[src/rtl/ddd_pkg.sv]
// Package: shared types for the two-digit decimal display driver.
// Assumes a 4-bit digit code and a 7-line segment bus ordered {g,f,e,d,c,b,a}.
package ddd_pkg;
    typedef logic [3:0] digit_t;
    typedef logic [6:0] seg_t;

    localparam digit_t DIGIT_RADIX = 4'd10;
    localparam seg_t   SEG_ALL_OFF = 7'h7F;
endpackage

[src/rtl/ddd_bin_split.sv]
// Module: splits a 4-bit binary value into tens and ones decimal digits.
// Built from a comparator, a subtractor and a 2-to-1 selector.
// Assumes the input is at most 15, so the tens digit is 0 or 1.
module ddd_bin_split
    import ddd_pkg::*;
(
    input  digit_t bin_in,
    output digit_t tens,
    output digit_t ones
);
    logic   at_least_ten;
    digit_t minus_ten;

    // Comparator and subtractor that feed the ones selector.
    always_comb begin
        at_least_ten = (bin_in >= DIGIT_RADIX);
        minus_ten    = bin_in - DIGIT_RADIX;
    end

    // Pick the ones digit and form the tens digit from the compare result.
    always_comb begin
        ones = at_least_ten ? minus_ten : bin_in;
        tens = {3'b000, at_least_ten};
    end
endmodule

[src/rtl/ddd_refresh_timer.sv]
// Module: square-wave refresh timer. refresh inverts every HALF_CYCLES edges.
// Assumes HALF_CYCLES >= 1. A synchronous active-low reset clears the counter
// and drives refresh to 0.
module ddd_refresh_timer #(
    parameter int HALF_CYCLES = 400000
) (
    input  logic clk,
    input  logic rst_n,
    output logic refresh
);
    localparam int CNT_W = (HALF_CYCLES > 1) ? $clog2(HALF_CYCLES) : 1;
    localparam logic [CNT_W-1:0] LAST = CNT_W'(HALF_CYCLES - 1);

    logic [CNT_W-1:0] cnt;
    logic             wrap;

    // Flag the final cycle of each half-period.
    always_comb wrap = (cnt == LAST);

    // Count cycles within a half-period and invert refresh on wrap.
    always_ff @(posedge clk) begin
        if (!rst_n) begin
            cnt     <= '0;
            refresh <= 1'b0;
        end else if (wrap) begin
            cnt     <= '0;
            refresh <= ~refresh;
        end else begin
            cnt     <= cnt + 1'b1;
        end
    end
endmodule

[src/rtl/ddd_seg_decode.sv]
// Module: maps a decimal digit code to active-low segment lines {g,f,e,d,c,b,a}.
// Purely combinational. Codes 10 to 15 turn every segment off.
module ddd_seg_decode
    import ddd_pkg::*;
(
    input  digit_t digit,
    output seg_t   seg_n
);
    seg_t lit;

    // Active-high pattern lookup for one digit.
    always_comb begin
        case (digit)
            4'd0:    lit = 7'h3F;
            4'd1:    lit = 7'h06;
            4'd2:    lit = 7'h5B;
            4'd3:    lit = 7'h4F;
            4'd4:    lit = 7'h66;
            4'd5:    lit = 7'h6D;
            4'd6:    lit = 7'h7D;
            4'd7:    lit = 7'h07;
            4'd8:    lit = 7'h7F;
            4'd9:    lit = 7'h6F;
            default: lit = 7'h00;
        endcase
    end

    // Invert for the active-low segment drivers.
    always_comb seg_n = ~lit;
endmodule

[src/rtl/dual_digit_dec_display.sv]
// Module: top of the two-digit multiplexed decimal display driver.
// The refresh wave drives both the digit mux select and digit_sel.
// Assumes rst_n is synchronous to clk and value is synchronous to clk.
module dual_digit_dec_display
    import ddd_pkg::*;
#(
    parameter int HALF_CYCLES = 400000
) (
    input  logic       clk,
    input  logic       rst_n,
    input  logic [3:0] value,
    output logic [6:0] seg_n,
    output logic       digit_sel
);
    digit_t tens_d;
    digit_t ones_d;
    digit_t shown;
    logic   refresh;

    ddd_bin_split u_split (
        .bin_in (value),
        .tens   (tens_d),
        .ones   (ones_d)
    );

    ddd_refresh_timer #(.HALF_CYCLES(HALF_CYCLES)) u_timer (
        .clk     (clk),
        .rst_n   (rst_n),
        .refresh (refresh)
    );

    // Digit selector: refresh high shows tens, low shows ones.
    always_comb shown = refresh ? tens_d : ones_d;

    ddd_seg_decode u_dec (
        .digit (shown),
        .seg_n (seg_n)
    );

    // The refresh wave is also the physical digit-select line.
    always_comb digit_sel = refresh;
endmodule

[config.mk]
export PLATFORM = sky130hd
export DESIGN_NAME = dual_digit_dec_display
export DESIGN_NICKNAME = d
export VERILOG_FILES = /design/src/rtl/ddd_pkg.sv /design/src/rtl/ddd_bin_split.sv /design/src/rtl/ddd_refresh_timer.sv /design/src/rtl/ddd_seg_decode.sv /design/src/rtl/dual_digit_dec_display.sv
export SDC_FILE = /design/constraint.sdc
export NUM_CORES = 1
export LEC_CHECK = 0
export BUFFER_PORTS_ARGS = -buffer_cell sky130_fd_sc_hd__buf_2
export CELL_PAD_IN_SITES_DETAIL_PLACEMENT = 0
export CELL_PAD_IN_SITES_GLOBAL_PLACEMENT = 1
export CORE_MARGIN = 2
export CORE_UTILIZATION = 40
export DETAILED_ROUTE_END_ITERATION = 8
export GPL_TIMING_DRIVEN = 0
export PLACE_DENSITY_LB_ADDON = 0.3
export SLEW_MARGIN = 20
export SYNTH_ARGS = -nofsm -noshare
export SYNTH_HDL_FRONTEND = slang
export SYNTH_SLANG_ARGS = --single-unit
[constraint.sdc]
create_clock -name clk -period 3.04 [get_ports clk]
set_input_delay 0.304 -clock clk [delete_from_list [all_inputs] [get_ports clk]]
set_output_delay 0.304 -clock clk [all_outputs]
set_load 0.005 [all_outputs]
==> results.toml <==
[clocking]
cts_buffer_depth = 2
clkSinkCount = 20
cts_resized = 0
cts_made_buffers = 3
cts_tree = "built"
cts_hold_buf = 0
clk_pin_slew_ns = 0.11
cts_root_buf = "clkbuf_4"
post_cts_buffers = 0
h-tree-depth = 1
clk_latency_ns = 0.29

[worst_setup_path]
r2r-start = "u_timer.cnt[0]$_SDFF_PP0_"
path_max_fanout = 6
worst_setup_path_start_kind = "input port"
r2r_slack_ns = 0.97
end_kind = "primary output"
critPathRequiredTime_ns = 2.74
crit_type = "input port to primary output"
reg2reg_depth = 6
worstSetupStartpoint = "value[1]"
r2r_end = "u_timer.cnt[13]$_SDFF_PP0_"
crit_path_end = "seg_n[5]"
cp.arrival_ns = 2.01

[sta]
finalCriticalPeriod_ns = 2.315
maxClockFrequency_ghz = 0.4320
finalCritPeriodShare_pct = 76.15
worst_pin_slew_ns = 0.6926
fin_skew_ns = 0.003821
finalSetupTns_ns = 0
finalSetupViolations = 0
relSlewSlack_pct = 53.63
final_hold_viol_count = 0
rsz0062_at_grt = "no"
maxSlewViolCount = 0

[global_routing]
grt_pass1_vias = 919
grt_remaining_overflow = 0
grt_pass1_wl_um = 4077
met2_usage_pct = 23.92
antenna_found_initial = 0
top_usage_layer = "met2"
use_met3_pct = 3.297
grt_use_met1_pct = 20.74
track_usage_pct = 15.13
grt_max_degree = 12

[route]
ant_nets = 0
drt_wl_total_um = 2293
route.detailed.drc = 0
via_count = 1028
dr.pass1.iters = 4
wl_per_cell_um = 12.13
viasPerCell = 5.439
drt_iter0_markers = 40

[run]
drv_cap = 0

[run_status]
status = "finished, final reports clean"

[yosys]
ys_types = 35
syn-num-nets = 154
avgSynthCellArea_um2 = 8.403
yosys_warnings = 0
seq_area_frac_synth_pct = 33.79
synthCells = 141
synth_area_um2 = 1185
synth_seq_cells = 20

[floorplan]
die_h_um = 58.43
fp.coreArea_um2 = 2781
io_pins = 14
rows = 19
die-area_um2 = 3413
start_util_pct = 42.60
fp.dieW_um = 58.43

[final_layout]
instances_no_fill = 189
diodes = 0
fillers = 280
fin_nets = 172
drive_gt1_share_pct = 17.09
area_growth_pct = 11.83

[min_path]
hold_path.class = "input port to flip-flop"

[pwr]
leakage_nw = 0.4990
cellPowerDensity_nw_per_um2 = 371.7
peakVddDrop_v = 0.0003095

[place]
place_congestion = 0.7912
dp_cells = 185
dp_hpwl_um = 1770
port_buffers = 13
[worst min path at each step]
stage	startpoint	to	slack (ns)	cells past startpoint
2_1_floorplan	rst_n	u_timer.cnt[4]$_SDFF_PP0_	0.43	1
6_report	rst_n	u_timer.cnt[4]$_SDFF_PP0_	0.28	2
3_5_place_dp	u_timer.cnt[0]$_SDFF_PP0_	u_timer.cnt[0]$_SDFF_PP0_	0.47	1
4_1_cts	rst_n	u_timer.cnt[4]$_SDFF_PP0_	0.28	2
3_3_place_gp	u_timer.cnt[0]$_SDFF_PP0_	u_timer.cnt[0]$_SDFF_PP0_	0.46	1
5_1_grt	rst_n	u_timer.cnt[4]$_SDFF_PP0_	0.28	2
[flip-flops by register name, summed over array words and instances, names as in the netlist]
| name | flops |
|---|---|
| u_timer.refresh | 1 |
| u_timer.cnt | 19 |
[area by class of cell]
class	count	area, um2	area share [%]
plain buffers	3	16.27	1.228
clock buffers	4	36.28	2.738
inverters	7	26.28	1.983
multi-input cells	111	742.0	56.00
flip-flops and latches	20	400.4	30.22
well taps	31	38.79	2.927
repair buffers	13	65.06	4.910
[critical path, cell delays in order]
cell and delay [ns]:
buf_2 0.12, inv_1 0.05, ha_1 0.28, a21oi_1 0.23, nor2b_1 0.16, clkbuf_1 0.26, mux2_2 0.37, a21oi_1 0.13
buf_2 0.12
[logic make-up (layout without fill, tap and decap cells)]
| group | Yosys count | count (layout) | synth area share [%] |
|---|---|---|---|
| DFF | 20 | 20 | 33.79 |
| AOI/OAI and AO/OA | 28 | 28 | 13.94 |
| buffers and inverters | 10 | 27 | 3.590 |
| xor gates and xnor gates | 11 | 11 | 8.131 |
| and+or+nand+nor | 61 | 61 | 29.46 |
| muxes | 4 | 4 | 3.696 |
| adders and majority gates | 7 | 7 | 7.391 |
[cells in the mapped netlist]
cell type	count	area, um2
a21boi_0	1	7.510
a21boi_1	1	7.510
a21oi_1	13	65.06
a22oi_1	1	7.510
a2bb2oi_1	1	8.760
and2_1	2	12.51
and3_1	1	6.260
and4_1	4	35.03
and4_2	1	10.01
buf_2	1	5.000
buf_4	1	7.510
clkbuf_1	1	3.750
dfxtp_1	20	400.4
ha_1	7	87.58
inv_1	7	26.28
mux2_2	3	33.78
mux2i_1	1	10.01
nand2_1	7	26.28
nand2b_1	2	12.51
nand3_1	8	40.04
nand3b_1	2	15.01
nand4_1	5	31.28
nand4bb_2	1	16.27
nor2_1	17	63.81
nor2b_1	1	6.260
nor3_1	1	5.000
o211ai_1	1	7.510
o21ai_0	9	45.04
o21ai_4	1	16.27
or3_1	6	37.54
or4_4	1	11.26
or4b_1	1	10.01
or4b_2	1	10.01
xnor2_1	4	35.03
xor2_1	7	61.31
[through the flow]
step / setup WS, ns / power [W] / util, % / hold WS, ns / cell area [um2]
final: 0.7252 / 0.0004926 / 47.64 / 0.2796 / 1325
after global routing: 0.5678 / 0.0005162 / 47.64 / 0.2823 / 1325
after CTS: 0.7370 / 0.0004996 / 47.64 / 0.2831 / 1325
after detailed placement: 0.7324 / 0.0003466 / 46.33 / 0.4694 / 1289
after global placement: 0.7687 / 0.0003450 / 46.33 / 0.4559 / 1289
after floorplan: 1.085 / 0.0003209 / - / 0.4257 / 1185
[cell usage in the layout, fill, tap and decap left out, drive strengths merged]
cell / n
a21boi: 2
a21oi: 13
a22oi: 1
a2bb2oi: 1
and2: 2
and3: 1
and4: 5
buf: 15
clkbuf: 5
dfxtp: 20
ha: 7
inv: 7
mux2: 3
mux2i: 1
nand2: 7
nand2b: 2
nand3: 8
nand3b: 2
nand4: 5
nand4bb: 1
nor2: 17
nor2b: 1
nor3: 1
o211ai: 1
o21ai: 10
or3: 6
or4: 1
or4b: 2
xnor2: 4
xor2: 7
[power by group]
part	leakage [nW]	switching (W)	internal, W
clock network	0.0210	0.0000795	0.0000729
logic	0.316	0.0000371	0.0000339
registers	0.162	0.00000377	0.000265
[layer usage]
metal  wire (um)  part of all wire [%]
met2        1051                    46
met3          85                   3.7
met5           0                     0
met4          21                  0.92
met1        1134                    49
(Power assumes the default switching activity.)
